File: src/rtl/flash_cmd_pkg.sv
// Package: shared constants and types of the flash command decoder.
// Assumes unlock and setup addresses are compared on the low 11 bits.
package flash_cmd_pkg;

    localparam int UNLK_W = 11;
    localparam logic [UNLK_W-1:0] UNLK_ADDR_A = 11'h555;
    localparam logic [UNLK_W-1:0] UNLK_ADDR_B = 11'h2AA;

    localparam logic [7:0] CODE_UNLK_A   = 8'hAA;
    localparam logic [7:0] CODE_UNLK_B   = 8'h55;
    localparam logic [7:0] CODE_PGM      = 8'hA0;
    localparam logic [7:0] CODE_ERASE    = 8'h80;
    localparam logic [7:0] CODE_CHIP     = 8'h10;
    localparam logic [7:0] CODE_SECT     = 8'h30;
    localparam logic [7:0] CODE_ID       = 8'h90;
    localparam logic [7:0] CODE_HOLD     = 8'hB0;
    localparam logic [7:0] CODE_CONTINUE = 8'h30;
    localparam logic [7:0] CODE_ABORT    = 8'hF0;

    typedef enum logic [2:0] {
        REQ_NONE       = 3'd0,
        REQ_PROGRAM    = 3'd1,
        REQ_CHIP_ERASE = 3'd2,
        REQ_SECT_ERASE = 3'd3,
        REQ_SUSPEND    = 3'd4,
        REQ_RESUME     = 3'd5,
        REQ_RESET      = 3'd6
    } req_kind_e;

    typedef enum logic [3:0] {
        SQ_IDLE,
        SQ_UNLK1,
        SQ_UNLK2,
        SQ_PGM_SET,
        SQ_ER_SET,
        SQ_ER_UNLK1,
        SQ_ER_UNLK2,
        SQ_SECT_WIN,
        SQ_ID_MODE
    } seq_state_e;

endpackage

File: src/rtl/fcd_bus_capture.sv
// Bus write capture: opens a write window when chip select and write strobe
// are both low with output enable high. Takes the address in the window's
// first cycle and keeps following the data until the window closes. When it
// closes, wr_fire pulses for one cycle with the captured pair.
// Assumes the bus strobes are synchronous to clk.
module fcd_bus_capture #(
    parameter int ADDR_W = 20
) (
    input  logic              clk,
    input  logic              rst_n,
    input  logic              ce_n,
    input  logic              we_n,
    input  logic              oe_n,
    input  logic [ADDR_W-1:0] addr,
    input  logic [7:0]        wdata,
    output logic              wr_fire,
    output logic [ADDR_W-1:0] wr_addr,
    output logic [7:0]        wr_data
);

    logic              act_now;
    logic              act_q;
    logic [ADDR_W-1:0] addr_q;
    logic [7:0]        data_q;

    // Write window open: both strobes low, outputs not enabled.
    assign act_now = !ce_n && !we_n && oe_n;

    // Track window state, latch the address at opening and the data while open.
    always_ff @(posedge clk) begin
        if (!rst_n) begin
            act_q  <= 1'b0;
            addr_q <= '0;
            data_q <= '0;
        end else begin
            act_q <= act_now;
            if (act_now && !act_q) addr_q <= addr;
            if (act_now)           data_q <= wdata;
        end
    end

    assign wr_fire = act_q && !act_now;
    assign wr_addr = addr_q;
    assign wr_data = data_q;

    // the address does not move while the window stays open.
    p_addr_hold_r12: assert property (@(posedge clk) disable iff (!rst_n)
        (act_q && act_now) |=> $stable(addr_q));

endmodule

File: src/rtl/fcd_seq_tracker.sv
// Command sequence tracker: walks the unlock / setup / command cycles and
// emits one registered request per complete sequence. Busy and suspend come
// from the external operation controller. Wrong cycles fall back to idle.
// Assumes one wr_fire per bus write and arr_rdata valid for wr_addr when it fires.
module fcd_seq_tracker
    import flash_cmd_pkg::*;
#(
    parameter int ADDR_W = 20
) (
    input  logic              clk,
    input  logic              rst_n,
    input  logic              wr_fire,
    input  logic [ADDR_W-1:0] wr_addr,
    input  logic [7:0]        wr_data,
    input  logic [7:0]        arr_rdata,
    input  logic              busy_in,
    input  logic              suspended_in,
    output logic              in_id_mode,
    output logic              req_valid,
    output req_kind_e         req_kind,
    output logic [ADDR_W-1:0] req_addr,
    output logic [7:0]        req_data
);

    seq_state_e state_q;
    seq_state_e state_nx;
    req_kind_e  emit_kind;
    req_kind_e  abort_kind;
    logic       sect_run_q;
    logic       at_a;
    logic       at_b;
    logic       is_abort;

    assign at_a       = (wr_addr[UNLK_W-1:0] == UNLK_ADDR_A);
    assign at_b       = (wr_addr[UNLK_W-1:0] == UNLK_ADDR_B);
    assign is_abort   = (wr_data == CODE_ABORT);
    assign abort_kind = suspended_in ? REQ_NONE : REQ_RESET;
    assign in_id_mode = (state_q == SQ_ID_MODE);

    // Next state and request for one write while no operation is running.
    always_comb begin
        state_nx  = SQ_IDLE;
        emit_kind = REQ_NONE;
        unique case (state_q)
            SQ_IDLE: begin
                if (wr_data == CODE_UNLK_A && at_a) begin
                    state_nx = SQ_UNLK1;
                end else if (is_abort) begin
                    emit_kind = abort_kind;
                end else if (suspended_in && wr_data == CODE_CONTINUE) begin
                    emit_kind = REQ_RESUME;
                end
            end
            SQ_UNLK1: begin
                if (wr_data == CODE_UNLK_B && at_b) state_nx = SQ_UNLK2;
                else if (is_abort)                  emit_kind = abort_kind;
            end
            SQ_UNLK2: begin
                if (at_a && wr_data == CODE_ID)                       state_nx = SQ_ID_MODE;
                else if (at_a && wr_data == CODE_PGM)                 state_nx = SQ_PGM_SET;
                else if (at_a && wr_data == CODE_ERASE && !suspended_in) state_nx = SQ_ER_SET;
                else if (is_abort)                                    emit_kind = abort_kind;
            end
            SQ_PGM_SET: begin
                emit_kind = REQ_PROGRAM;
            end
            SQ_ER_SET: begin
                if (wr_data == CODE_UNLK_A && at_a) state_nx = SQ_ER_UNLK1;
                else if (is_abort)                  emit_kind = abort_kind;
            end
            SQ_ER_UNLK1: begin
                if (wr_data == CODE_UNLK_B && at_b) state_nx = SQ_ER_UNLK2;
                else if (is_abort)                  emit_kind = abort_kind;
            end
            SQ_ER_UNLK2: begin
                if (at_a && wr_data == CODE_CHIP) begin
                    emit_kind = REQ_CHIP_ERASE;
                end else if (wr_data == CODE_SECT) begin
                    emit_kind = REQ_SECT_ERASE;
                    state_nx  = SQ_SECT_WIN;
                end else if (is_abort) begin
                    emit_kind = abort_kind;
                end
            end
            SQ_SECT_WIN: begin
                if (wr_data == CODE_SECT) begin
                    emit_kind = REQ_SECT_ERASE;
                    state_nx  = SQ_SECT_WIN;
                end else if (wr_data == CODE_HOLD) begin
                    emit_kind = REQ_SUSPEND;
                end else begin
                    emit_kind = REQ_RESET;
                end
            end
            SQ_ID_MODE: begin
                if (is_abort) emit_kind = abort_kind;
                else          state_nx  = SQ_ID_MODE;
            end
            default: state_nx = SQ_IDLE;
        endcase
    end

    // Sequence state, running-operation kind and request registers.
    always_ff @(posedge clk) begin
        if (!rst_n) begin
            state_q    <= SQ_IDLE;
            sect_run_q <= 1'b0;
            req_valid  <= 1'b0;
            req_kind   <= REQ_NONE;
            req_addr   <= '0;
            req_data   <= '0;
        end else begin
            req_valid <= 1'b0;
            req_kind  <= REQ_NONE;
            if (busy_in) begin
                if (state_q != SQ_ID_MODE) state_q <= SQ_IDLE;
                if (wr_fire && wr_data == CODE_HOLD && sect_run_q && !suspended_in) begin
                    req_valid <= 1'b1;
                    req_kind  <= REQ_SUSPEND;
                    req_addr  <= wr_addr;
                    req_data  <= wr_data;
                end
            end else if (wr_fire) begin
                state_q <= state_nx;
                if (emit_kind != REQ_NONE) begin
                    req_valid <= 1'b1;
                    req_kind  <= emit_kind;
                    req_addr  <= wr_addr;
                    req_data  <= (emit_kind == REQ_PROGRAM) ? (wr_data & arr_rdata) : wr_data;
                end
                if (emit_kind == REQ_SECT_ERASE) begin
                    sect_run_q <= 1'b1;
                end else if (!suspended_in &&
                             (emit_kind == REQ_CHIP_ERASE || emit_kind == REQ_PROGRAM)) begin
                    sect_run_q <= 1'b0;
                end
            end
        end
    end

    // a request made while busy can only be a suspend.
    p_busy_only_hold_r7: assert property (@(posedge clk) disable iff (!rst_n)
        (req_valid && $past(busy_in)) |-> (req_kind == REQ_SUSPEND));

    // every request follows a completed bus write.
    p_req_after_write_r2: assert property (@(posedge clk) disable iff (!rst_n)
        req_valid |-> $past(wr_fire));

    // identification mode ends only on an abort code write.
    p_id_exit_abort_r9: assert property (@(posedge clk) disable iff (!rst_n)
        $fell(in_id_mode) |-> $past(wr_fire && wr_data == CODE_ABORT));

endmodule

File: src/rtl/fcd_id_reader.sv
// Identification read path: while identification mode is active and a read
// is on the bus, returns the manufacturer code, device code or the addressed
// sector's protect flag, one cycle after the bus inputs.
// Assumes the sector number is the top SECT_W address bits.
module fcd_id_reader #(
    parameter int         SECT_W   = 4,
    parameter logic [7:0] MFR_CODE = 8'h01,
    parameter logic [7:0] DEV_CODE = 8'h38,
    localparam int        SECT_N   = 1 << SECT_W
) (
    input  logic              clk,
    input  logic              rst_n,
    input  logic              in_id_mode,
    input  logic              ce_n,
    input  logic              oe_n,
    input  logic [7:0]        offset,
    input  logic [SECT_W-1:0] sector,
    input  logic [SECT_N-1:0] sector_prot,
    output logic              id_valid,
    output logic [7:0]        id_data
);

    logic [7:0] code;
    logic       rd_now;

    assign rd_now = in_id_mode && !ce_n && !oe_n;

    // Select the identification byte for the read offset.
    always_comb begin
        unique case (offset)
            8'h00:   code = MFR_CODE;
            8'h01:   code = DEV_CODE;
            8'h02:   code = {7'b0, sector_prot[sector]};
            default: code = 8'h00;
        endcase
    end

    // Register the read result.
    always_ff @(posedge clk) begin
        if (!rst_n) begin
            id_valid <= 1'b0;
            id_data  <= 8'h00;
        end else begin
            id_valid <= rd_now;
            id_data  <= rd_now ? code : 8'h00;
        end
    end

    // identification data only appears after the mode was active.
    p_id_needs_mode_r8: assert property (@(posedge clk) disable iff (!rst_n)
        id_valid |-> $past(in_id_mode));

endmodule

File: src/rtl/flash_cmd_decoder.sv
// Top of the flash command decoder: bus capture, sequence tracker and
// identification read path. Requests are single-cycle strobes for an
// external operation controller, which reports busy and suspend back.
// Assumes ADDR_W >= 11 and ADDR_W > SECT_W.
module flash_cmd_decoder
    import flash_cmd_pkg::*;
#(
    parameter int         ADDR_W   = 20,
    parameter int         SECT_W   = 4,
    parameter logic [7:0] MFR_CODE = 8'h01,
    parameter logic [7:0] DEV_CODE = 8'h38,
    localparam int        SECT_N   = 1 << SECT_W
) (
    input  logic              clk,
    input  logic              rst_n,
    input  logic              bus_ce_n,
    input  logic              bus_we_n,
    input  logic              bus_oe_n,
    input  logic [ADDR_W-1:0] bus_addr,
    input  logic [7:0]        bus_wdata,
    input  logic              busy_in,
    input  logic              suspended_in,
    input  logic [SECT_N-1:0] sector_prot,
    input  logic [7:0]        arr_rdata,
    output logic [ADDR_W-1:0] look_addr,
    output logic              req_valid,
    output logic [2:0]        req_kind,
    output logic [ADDR_W-1:0] req_addr,
    output logic [7:0]        req_data,
    output logic              id_valid,
    output logic [7:0]        id_data
);

    logic              wr_fire;
    logic [ADDR_W-1:0] wr_addr;
    logic [7:0]        wr_data;
    logic              in_id_mode;
    req_kind_e         kind_e;

    fcd_bus_capture #(.ADDR_W(ADDR_W)) u_capture (
        .clk     (clk),
        .rst_n   (rst_n),
        .ce_n    (bus_ce_n),
        .we_n    (bus_we_n),
        .oe_n    (bus_oe_n),
        .addr    (bus_addr),
        .wdata   (bus_wdata),
        .wr_fire (wr_fire),
        .wr_addr (wr_addr),
        .wr_data (wr_data)
    );

    fcd_seq_tracker #(.ADDR_W(ADDR_W)) u_tracker (
        .clk          (clk),
        .rst_n        (rst_n),
        .wr_fire      (wr_fire),
        .wr_addr      (wr_addr),
        .wr_data      (wr_data),
        .arr_rdata    (arr_rdata),
        .busy_in      (busy_in),
        .suspended_in (suspended_in),
        .in_id_mode   (in_id_mode),
        .req_valid    (req_valid),
        .req_kind     (kind_e),
        .req_addr     (req_addr),
        .req_data     (req_data)
    );

    fcd_id_reader #(
        .SECT_W   (SECT_W),
        .MFR_CODE (MFR_CODE),
        .DEV_CODE (DEV_CODE)
    ) u_id (
        .clk         (clk),
        .rst_n       (rst_n),
        .in_id_mode  (in_id_mode),
        .ce_n        (bus_ce_n),
        .oe_n        (bus_oe_n),
        .offset      (bus_addr[7:0]),
        .sector      (bus_addr[ADDR_W-1 -: SECT_W]),
        .sector_prot (sector_prot),
        .id_valid    (id_valid),
        .id_data     (id_data)
    );

    assign look_addr = wr_addr;
    assign req_kind  = kind_e;

    // a program request never sets a bit that was clear in the old byte.
    p_prog_clears_only_r2: assert property (@(posedge clk) disable iff (!rst_n)
        (req_valid && req_kind == 3'd1) |-> ((req_data & ~$past(arr_rdata)) == 8'h00));

endmodule

File: config.mk
export PLATFORM = sky130hd
export DESIGN_NAME = flash_cmd_decoder
export DESIGN_NICKNAME = d
export VERILOG_FILES = /design/src/rtl/flash_cmd_pkg.sv /design/src/rtl/fcd_bus_capture.sv /design/src/rtl/fcd_seq_tracker.sv /design/src/rtl/fcd_id_reader.sv /design/src/rtl/flash_cmd_decoder.sv
export SDC_FILE = /design/constraint.sdc
export NUM_CORES = 1
export LEC_CHECK = 0
export ABC_CLOCK_PERIOD_IN_PS = 2200
export BUFFER_PORTS_ARGS = -buffer_cell sky130_fd_sc_hd__buf_2
export CAP_MARGIN = 10
export CORE_ASPECT_RATIO = 0.7
export CORE_MARGIN = 2
export CORE_UTILIZATION = 52
export DETAILED_ROUTE_END_ITERATION = 10
export PLACE_DENSITY = 0.81
export SYNTH_ARGS = -nofsm -noshare
export SYNTH_HDL_FRONTEND = slang
export SYNTH_SLANG_ARGS = --single-unit
File: constraint.sdc
create_clock -name clk -period 2.2 [get_ports clk]
set_input_delay 0.22 -clock clk [delete_from_list [all_inputs] [get_ports clk]]
set_output_delay 0.22 -clock clk [all_outputs]
set_load 0.005 [all_outputs]
Word level (Yosys, flattened, before mapping)
Cells that the tools add are included.
W data, S select, Z words.
Operators by class
  add/sub/neg operators: 0
  multipliers: 0
  div/mod/pow operators: 0
  $lt $le $gt $ge: 1
  equality and inequality tests: 27
  shift-type cells: 0
  multiplexer cells: 51
  bitwise gates (word level): 2
  reduce and logical (&&, ||, !) cells: 36
Operators with widths (number)
  $mux W20: 4
  $mux W3: 21
  $eq A8 B8 Y1 const B: 6
  $mux W8: 5
  $pmux W4 S8: 1
  $mux W4: 7
  $pmux W3 S8: 1
  $logic_and A1 B1 Y1: 18
  $pmux W6 S3: 1
  $eq A4 B3 Y1 const B: 4
  $eq A11 B10 Y1 const B: 1
  $eq A11 B11 Y1 const B: 1
  $and A8 B8 Y8: 1
  $eq A4 B2 Y1 const B: 2
  $eq A8 B1 Y1 const B: 1
  $eq A8 B2 Y1 const B: 1
  $eq A8 B5 Y1 const B: 1
  $eq A8 B6 Y1 const B: 1
  $eq A8 B7 Y1 const B: 1
  $logic_not A8 Y1: 1
  $mux W1: 8
  $eq A3 B2 Y1 const B: 2
  $logic_not A1 Y1: 6
  $reduce_and A3 Y1: 2
  other kinds (15): 20
Word-level totals
  register bits: 75
  latch bits: 0
  memory bits (writable): 0
  ROM bits: 0
  input port bits: 59
  output and inout bits: 61
  word-level logic and storage cells: 128
  memories: 0

Depth between registers and ports, before layout
Gate-level depths: netlist of the first run.
  depth after elaboration: 12
  depth in mapped cells: 10
  mapped depth without buffers: 6

By module
Synthesis of the first run repeated with hierarchy kept, for this count alone.
Second synthesis, totals
  cells, all modules: 397
  area, all modules: 3508.4 sq um
Modules (own cells, without submodules)
  fcd_seq_tracker: times used 1, cells each 247, area each 2052.0 sq um, seq. area each 740.7 sq um
  fcd_bus_capture: times used 1, cells each 126, area each 1172.4 sq um, seq. area each 580.6 sq um
  fcd_id_reader: times used 1, cells each 24, area each 284.0 sq um, seq. area each 60.1 sq um

Worst setup path after synthesis of the first run
Ideal clock, no wire load.
  path type: flip-flop to flip-flop
  start point: register u_capture.data_q[1] (netlist: u_capture.wr_data[1])
  end point: register u_tracker.req_addr[10]
  library setup time: 0.136 ns
  data arrival time: 1.833 ns
  path slack: 0.231 ns
  stages on the path, launching flop included: 8
  buffers on the path: 2
  period minus slack after synthesis: 1.969 ns
  cells stage by stage: dfxtp_1 > or3_1 > or2_4 > o31ai_4 > buf_6 > buf_6 > a2bb2oi_2 > o311ai_1
Between the ends
  cells in the longest elaborated chain, start to end: 10
Ends and longest elaborated chain
  start, declared: RTL line fcd_bus_capture.sv:24  | logic [7:0] data_q;
  start signal, assigned: RTL line fcd_bus_capture.sv:38  | if (act_now) data_q <= wdata;
  $eq A8 B8 Y1: RTL line fcd_seq_tracker.sv:61  | else if (at_a && wr_data == CODE_ERASE && !suspended_in) state_nx = SQ_ER_SET;
  $logic_and A1 B1 Y1 (2 in a row): RTL line fcd_seq_tracker.sv:61
  $mux W3: RTL line fcd_seq_tracker.sv:61
  $mux W3: RTL line fcd_seq_tracker.sv:60  | else if (at_a && wr_data == CODE_PGM) state_nx = SQ_PGM_SET;
  $mux W3: RTL line fcd_seq_tracker.sv:59  | if (at_a && wr_data == CODE_ID) state_nx = SQ_ID_MODE;
  $pmux W3 S8: RTL line fcd_seq_tracker.sv:44  | unique case (state_q)
  $reduce_bool A3 Y1: RTL line fcd_seq_tracker.sv:125  | if (emit_kind != REQ_NONE) begin
  $reduce_bool A2 Y1 (no source line)
  $reduce_and A3 Y1 (no source line) *
  end signal, assigned: RTL line fcd_seq_tracker.sv:120  | req_addr <= wr_addr;
  end signal, assigned: RTL line fcd_seq_tracker.sv:128  | req_addr <= wr_addr;
  end, declared: RTL line fcd_seq_tracker.sv:21  | output logic [ADDR_W-1:0] req_addr,
Mark *: on every way between the ends. The rest lies on a longest branch, timed or not.
A chain may end at the register's enable or synchronous reset.

Worst setup path after layout of the first run
  start point: register u_capture.data_q[6] (netlist: u_capture.wr_data[6])
  end point: register u_tracker.req_data[6]
Between the ends
  cells in the longest elaborated chain, start to end: 12
Ends and longest elaborated chain
  $eq A8 B8 Y1: RTL line fcd_seq_tracker.sv:61
  $logic_and A1 B1 Y1 (2 in a row): RTL line fcd_seq_tracker.sv:61
  $mux W3: RTL line fcd_seq_tracker.sv:61
  $mux W3: RTL line fcd_seq_tracker.sv:60
  $mux W3: RTL line fcd_seq_tracker.sv:59
  $pmux W3 S8: RTL line fcd_seq_tracker.sv:44
  $eq A3 B1 Y1: RTL line fcd_seq_tracker.sv:129  | req_data <= (emit_kind == REQ_PROGRAM) ? (wr_data & arr_rdata) : wr_data;
  $mux W8: RTL line fcd_seq_tracker.sv:129
  $mux W8: RTL line fcd_seq_tracker.sv:125
  $mux W8: RTL line fcd_seq_tracker.sv:123  | end else if (wr_fire) begin
  $mux W8: RTL line fcd_seq_tracker.sv:115  | if (busy_in) begin
  end signal, assigned: RTL line fcd_seq_tracker.sv:121  | req_data <= wr_data;
  end signal, assigned: RTL line fcd_seq_tracker.sv:129
  end, declared: RTL line fcd_seq_tracker.sv:22  | output logic [7:0] req_data
Parallel ways exist; a longest one is shown, timed or not. The select of a mux whose other input is x is not followed.

==> reports/summary.txt, run 1 <==
router iterations before antenna repair = 5
DRC Markers = 0
num rows = 26
Tmin final = 2100 ps
Num CTS Buffers = 9
Post-synth ARST share = 0%
I/O pins = 120
GRT Util Overall = 29.2%
Slew Limit Fails = 0
post-synthesis mux area share = 2.87%
H-tree depth = 3
Syn. warnings = 0
synthesized flop and latch total = 69
final core occ = 68.6%
Final ANT Viol Nets = 0
max_cap viols = 0
Initial Util = 53.8%
clock-pin transition on the worst setup and hold timing paths = 80 ps
post-DR wirelength/cell = 17.5 microns
die area = 0.00826 sq mm
largest cells by area after synthesis = dfxtp_1 (35%), nand2_1 (12%), o311ai_1 (6.3%)
Final nets = 637
CTS max path bufs = 2
area of the multi-input gates = 0.00231 sq mm
vias in the first global route = 3745
Tot Pwr = 2.56 mW
Worst-Skew Late Latency = 350 ps
grt total ovfl = 0
DP HPWL = 8770 microns
outcome = complete, no violations
cell with the most instances after synthesis = nand2_1
worst path arrival time = 2350 ps
hold buffer count at CTS = 0
crit-path max FO = 19
mean post-synth cell area = 8.59 sq um
Worst-Margin Slew = 578 ps
Buffers on Ports = 115
Cells after Synth = 456
Mapped Area = 0.00392 sq mm
Setup crit end kind = register
share of the synthesized area in the top cell type = 35.2%
leak pwr = 2.18 nW
Total Wirelength = 11900 microns
final setup fails = 0
Synth Area in Adders = 0%
Worst Setup Start Kind = register
first-pass GRT wire length = 18900 microns
antenna diode count = 0
Die Span Y = 76.6 microns
sequential area share after synthesis = 35.2%
main combinational cell family by area after synthesis = compound AO/OA/AOI/OAI gates
Post-Synth Simple-Gate Area = 26.1%
RePlAce Congestion = 1.03
initial antenna violation count = 0
routed vias = 4126
TritonCTS clock tree = built
RSZ-0062 raised after global routing = true
fraction of layout cells with a size suffix above 1 = 34.5%
peak supply drop = 374 uV
Fillers = 591
Yosys cell types = 59
EDFF count, synth = 0
Die X = 108 microns
Vias per Instance = 6.07
Final Hold Vio Count = 0
WS Path Type = register to register
hold_ws = 65.2 ps
HP Class = primary input to register
total core area = 0.00729 sq mm
clock sinks = 69
Starting DRT DRC Count = 422
Fmax achieved = 476 MHz
area leader, netlist = dfxtp_1
max_slew headroom = 61.4%
Final Skew = 8.91 ps
Root Driver = clkbuf_8
Layout Area Growth over Synthesis = 27.6%
part of the cycle the worst path needs = 95.4%
post-synthesis compound-gate area fraction = 28.2%
FF/Latch Area = 0.00139 sq mm
Synth Area in XOR/XNOR = 0%
worst path required time = 2450 ps
Post-synth top cells = nand2_1 (124), dfxtp_1 (69), a21boi_0 (28), o311ai_1 (28), clkbuf_1 (25)
pin count of the biggest net entering global routing = 58
top_reg_cell synth = dfxtp_1
Pwr per Cell Area = 512 mW/mm^2
==> per-stage QoR <==
| step | setup TNS, ps | setup WS (ps) | area, sq um | instances |
|---|---|---|---|---|
| 6_report | 0 | 101 | 5000 | 680 |
| 5_1_grt | -12.2 | -7.81 | 5000 | 680 |
| 4_1_cts | 0 | 13.4 | 4930 | 677 |
| 3_5_place_dp | 0 | 9.04 | 4700 | 660 |
| 3_3_place_gp | 0 | 116 | 4700 | 660 |
| 2_1_floorplan | 0 | 231 | 3930 | 459 |
==> flip-flops by register name, summed over array words and instances (netlist names) <==
register              cells
u_id.id_valid             1
u_id.id_data              2
u_capture.wr_addr        20
u_tracker.req_kind        3
u_tracker.sect_run_q      1
u_tracker.req_valid       1
u_capture.act_q           1
u_tracker.req_addr       20
u_tracker.state_q         4
u_tracker.req_data        8
u_capture.wr_data         8
==> worst max-delay path, cell delays in order, from the launching register on <==
cell	delay, ps
dfxtp_2	350
or3b_4	410
or2_4	270
o31ai_4	180
buf_6	160
bufbuf_16	290
o2111a_1	190
a2bb2oi_1	70
o311ai_1	90
==> logic make-up (layout without fill, tap and decap cells) <==
kind of cell,Yosys count,in the layout
multiplexers,5,5
other,1,4
AO/OA/AOI/OAI,125,125
AND/OR/NAND/NOR,204,204
flip-flops,69,69
buffers and inverters,52,175
==> metal layers <==
| metal | track usage, % | vias up | routed length, microns |
|---|---|---|---|
| met4 | 8.33 | 0 | 189 |
| met5 | 0 | - | 0 |
| met2 | 41.6 | 239 | 5090 |
| met3 | 8.38 | 22 | 1340 |
| li1 | - | 1928 | - |
| met1 | 42.8 | 1937 | 5310 |
==> repair_timing <==
action                                 4_1_cts  5_1_grt
endpoints found under the hold margin        0        0
resized for setup                            0       12
buffers inserted                             1        3
setup endpoints to repair                    1       30
pin swaps                                    1        2
cloned                                       1        0
==> final timing paths <==
path,startpoint,endpoint,slack [ps],cells past startpoint
worst max-delay path,u_capture.wr_data[6]$_SDFFE_PN0P_,u_tracker.req_data[6]$_SDFFE_PN0P_,100,8
worst min-delay path,bus_addr[0],u_id.id_data[0]$_SDFF_PN0_,70,2
worst max register to register,u_capture.wr_data[6]$_SDFFE_PN0P_,u_tracker.req_data[6]$_SDFFE_PN0P_,100,8
worst min register to register,u_capture.wr_addr[14]$_SDFFE_PN0P_,u_capture.wr_addr[14]$_SDFFE_PN0P_,480,2
==> cell usage in the layout, fill, tap and decap left out, types with 5 or more instances in the layout <==
cell type,count
a2bb2oi_2,9
a21boi_0,28
dfxtp_1,66
o2111a_1,8
clkbuf_8,9
mux4_2,5
buf_12,5
nor2_1,5
o311ai_1,28
nand2_1,124
a21oi_1,7
buf_4,35
a2bb2oi_1,19
and3_1,21
buf_2,115
nand3_1,5
nor3_1,5
==> power by group <==
| group | internal, mW | switching, mW |
|---|---|---|
| logic | 0.130 | 0.129 |
| clock network | 0.521 | 0.496 |
| registers | 1.27 | 0.0188 |
==> cell type report <==
type                            count  area share (%)
Sequential cell                    69            27.8
Clock buffer                       10            2.55
Inverter                            3           0.225
Clock inverter                      5            1.23
Timing Repair Buffer              157            19.6
Multi-Input combinational cell    338            46.1
Tap cell                           98            2.45
Note: power is estimated with default switching activity, not from simulation.
==> inputs of run 2 (changes only) <==
--- a/config.mk
+++ b/config.mk
@@ -5,14 +5,15 @@
 export SDC_FILE = /design/constraint.sdc
 export NUM_CORES = 1
 export LEC_CHECK = 0
+export ABC_AREA = 1
 export ABC_CLOCK_PERIOD_IN_PS = 2200
 export BUFFER_PORTS_ARGS = -buffer_cell sky130_fd_sc_hd__buf_2
 export CAP_MARGIN = 10
 export CORE_ASPECT_RATIO = 0.7
 export CORE_MARGIN = 2
-export CORE_UTILIZATION = 52
+export CORE_UTILIZATION = 50
 export DETAILED_ROUTE_END_ITERATION = 10
-export PLACE_DENSITY = 0.81
+export PLACE_DENSITY = 0.8
 export SYNTH_ARGS = -nofsm -noshare
 export SYNTH_HDL_FRONTEND = slang
 export SYNTH_SLANG_ARGS = --single-unit
==> run 2 against run 1 <==
  * Clock power about the same
  * Combinational power down 13%
  * First-iteration DRC count down 35%
  * Global-route usage down 1.3 points
  * Clock skew is essentially flat
  * Register-to-register slack better by 80 ps
  * Via count down 8.0%
  * Sequential cell count unchanged
  * Cell count up 7.9%
  * Sequential power hardly changed
  * Worst hold slack gained 34 ps
==> reports/summary.txt, run 2 <==
WP buf/inv = 2 (unchanged)
largest cells by area after synthesis = dfxtp_1 (40%), nor2_1 (9.7%), nand2_1 (9.3%)
router iterations before antenna repair = 5 (unchanged)
Mapped Area = 0.00345 sq mm (-12%)
Initial Util = 51.3% (-2.5 points)
Met1 Routed Length = 4970 microns (-6.3%)
Starting DRT DRC Count = 275 (-35%)
FF-to-FF setup slack = 180 ps (+80 ps)
Yosys cell types = 29 (-51%)
worst path arrival time = 2280 ps (-70 ps)
worst path required time = 2470 ps (+20 ps)
most frequent cell on the critical path = nand2_1
Num CTS Buffers = 9 (unchanged)
clock-pin transition on the worst setup and hold timing paths = 80 ps (about the same)
vias in the first global route = 3352 (-10%)
Final ANT Viol Nets = 0 (unchanged)
outcome = complete, no violations
post-DR wirelength/cell = 14.2 microns (-19%)
WL met2 = 4460 microns (-12%)
crit-path max FO = 8 (-11)
Final nets = 694 (+8.9%)
share of the synthesized area in the top cell type = 40.1% (+4.8 points)
final setup fails = 0 (unchanged)
placed inst area = 0.00414 sq mm (-12%)
slowest CP cell = dfxtp_1
Final Hold Vio Count = 0 (unchanged)
H-tree depth = 3 (unchanged)
clock sinks = 69 (unchanged)
Met3 Wirelength = 899 microns (-33%)
total core area = 0.00673 sq mm (-7.7%)
Tmin final = 2020 ps (-82.2 ps)
max_cap viols = 0 (unchanged)
initial antenna violation count = 0 (unchanged)
Post-synth ARST share = 0% (unchanged)
Slew Limit Fails = 0 (unchanged)
CTS max path bufs = 2 (unchanged)
Worst-Skew Late Latency = 340 ps (about the same)
num rows = 25 (-3.8%)
Syn. warnings = 0 (unchanged)
part of the cycle the worst path needs = 91.7% (-3.7 points)
Finished Layout Cells = 734 (+7.9%)
antenna diode count = 0 (unchanged)
Root Driver = clkbuf_8
hold buffer count at CTS = 0 (unchanged)
Die X = 103 microns (-4.2%)
placed insts = 717 (+8.6%)
I/O pins = 120 (unchanged)
post-route cell area = 0.00437 sq mm (-13%)
routed vias = 3796 (-8.0%)
area leader, netlist = dfxtp_1
WS Path Type = register to register
Final Skew = 9.16 ps (+0.249 ps)
hold depth = 2 (unchanged)
Fmax achieved = 496 MHz (+4.1%)
hold_ws = 98.9 ps (+33.7 ps)
highest routed layer = met4
die area = 0.00759 sq mm (-8.1%)
HP Class = primary input to register
Critical R2R Launch = u_capture.wr_data[6]$_SDFFE_PN0P_
Pwr per Cell Area = 589 mW/mm^2 (+15%)
most frequent cells in the layout = buf_2 (115), nor2_1 (89), nand2_1 (85)
RePlAce Congestion = 0.952 (-7.7%)
DRC Markers = 0 (unchanged)
Worst path max stage delay = 430 ps (+20 ps)
crit path cell chain = nand2_1 -> inv_1 -> nand2_1 -> nor2_4 -> nand2_1 -> nand3_1 -> nand3_2 -> o21ai_4 -> nand2_2 -> nor2_4 -> buf_4 -> nor2_1 -> nor2_1
hold path endpoint = u_id.id_data[4]$_SDFF_PN0_
Vias per Instance = 5.17 (-15%)
total negative slack = 0 ps (unchanged)
cell with the most instances after synthesis = nor2_1
top_reg_cell synth = dfxtp_1
DP HPWL = 8000 microns (-8.8%)
worst hold start = bus_addr[1]
first-pass GRT wire length = 16100 microns (-15%)
mean post-synth cell area = 6.68 sq um (-22%)
Buffers on Ports = 115 (unchanged)
Worst Setup Start Kind = register
fraction of layout cells with a size suffix above 1 = 26.4% (-8.1 points)
Post-synth top cells = nor2_1 (89), nand2_1 (85), dfxtp_1 (69), inv_1 (69), a21oi_1 (38)
synthesized flop and latch total = 69 (unchanged)
Cells after Synth = 516 (+13%)
grt total ovfl = 0 (unchanged)
delay-heaviest family, CP = simple AND/OR/NAND/NOR gates
peak supply drop = 303 uV (-19%)
TritonCTS clock tree = built
sequential area share after synthesis = 40.1% (+4.8 points)
EDFF count, synth = 0 (unchanged)
worst r2r dst = u_tracker.req_addr[6]$_SDFFE_PN0P_
Tot Pwr = 2.57 mW (+0.48%)
pin count of the biggest net entering global routing = 49 (-16%)
Layout Area Growth over Synthesis = 26.6%
worst r2r path cells = 13 (+5)
Die Span Y = 73.5 microns (-4.1%)
Setup crit end kind = register
GRT Util Overall = 27.9% (-1.3 points)
commonest non-fill, non-tap cell in the layout = buf_2
RSZ-0062 raised after global routing = false
leak pwr = 2.23 nW (+2.2%)
Total Wirelength = 10400 microns (-13%)
run 2: timing repair:
action	CTS	global route
setup buffers	0	1
gates resized for setup	0	6
endpoints found under the setup margin	0	22
run 2: how the worst max path moves through the flow:
stage,startpoint,endpoint,slack [ps],depth (start not counted)
after global placement,u_capture.wr_data[2]$_SDFFE_PN0P_,u_tracker.req_data[6]$_SDFFE_PN0P_,230,12
final,u_capture.wr_data[6]$_SDFFE_PN0P_,u_tracker.req_addr[6]$_SDFFE_PN0P_,180,13
after global routing,u_capture.wr_data[4]$_SDFFE_PN0P_,u_tracker.req_data[4]$_SDFFE_PN0P_,20,14
after detailed placement,u_capture.wr_data[2]$_SDFFE_PN0P_,u_tracker.req_addr[6]$_SDFFE_PN0P_,200,12
after CTS,u_capture.wr_data[2]$_SDFFE_PN0P_,u_tracker.req_addr[6]$_SDFFE_PN0P_,170,12
after floorplan,u_capture.wr_data[2]$_SDFFE_PN0P_,u_tracker.req_data[3]$_SDFFE_PN0P_,450,13
run 2: worst reg2reg max path, delay by kind of cell, from the launching register on:
family	cells	cell delay, ps
DFF	1	430
and+or+nand+nor	10	1050
buffers and inverters	2	260
AOI/OAI and AO/OA	1	210
run 2: cell type report:
| type | instances | area (sq um) |
|---|---|---|
| Timing Repair Buffer | 134 | 718 |
| Multi-Input combinational cell | 345 | 1660 |
| Sequential cell | 69 | 1390 |
| Clock buffer | 10 | 138 |
| Fill cell | 647 | 2360 |
| Inverter | 76 | 285 |
| Clock inverter | 6 | 62.6 |
| Tap cell | 94 | 118 |
run 2: logic make-up after synthesis:
group           after synthesis  synth area share [%]
compound gates               84                  13.5
mux                           4                  1.16
other cells                   1                 0.109
simple gates                253                  32.7
flops                        69                  40.1
buf+inv                     105                  12.5
run 2: metrics by stage:
stage | setup slack [ps] | utilization [%]
6_report | 183 | 64.9
5_1_grt | 24.3 | 64.9
3_5_place_dp | 199 | 61.6
3_3_place_gp | 230 | 61.6
2_1_floorplan | 450 | -
4_1_cts | 174 | 64.6
run 2: metal layers:
layer | GRT usage, % | vias up
met4 | 5.99 | 0
met1 | 41.7 | 1702
li1 | - | 1900
met5 | 0 | -
met3 | 6.28 | 6
met2 | 41.1 | 188
run 2: report_power, final:
| group | total (mW) | switching, mW | internal [mW] | leakage (nW) |
|---|---|---|---|---|
| clock network | 1.04 | 0.490 | 0.552 | 0.106 |
| registers | 1.31 | 0.0319 | 1.27 | 0.560 |
| logic | 0.225 | 0.133 | 0.0922 | 1.56 |
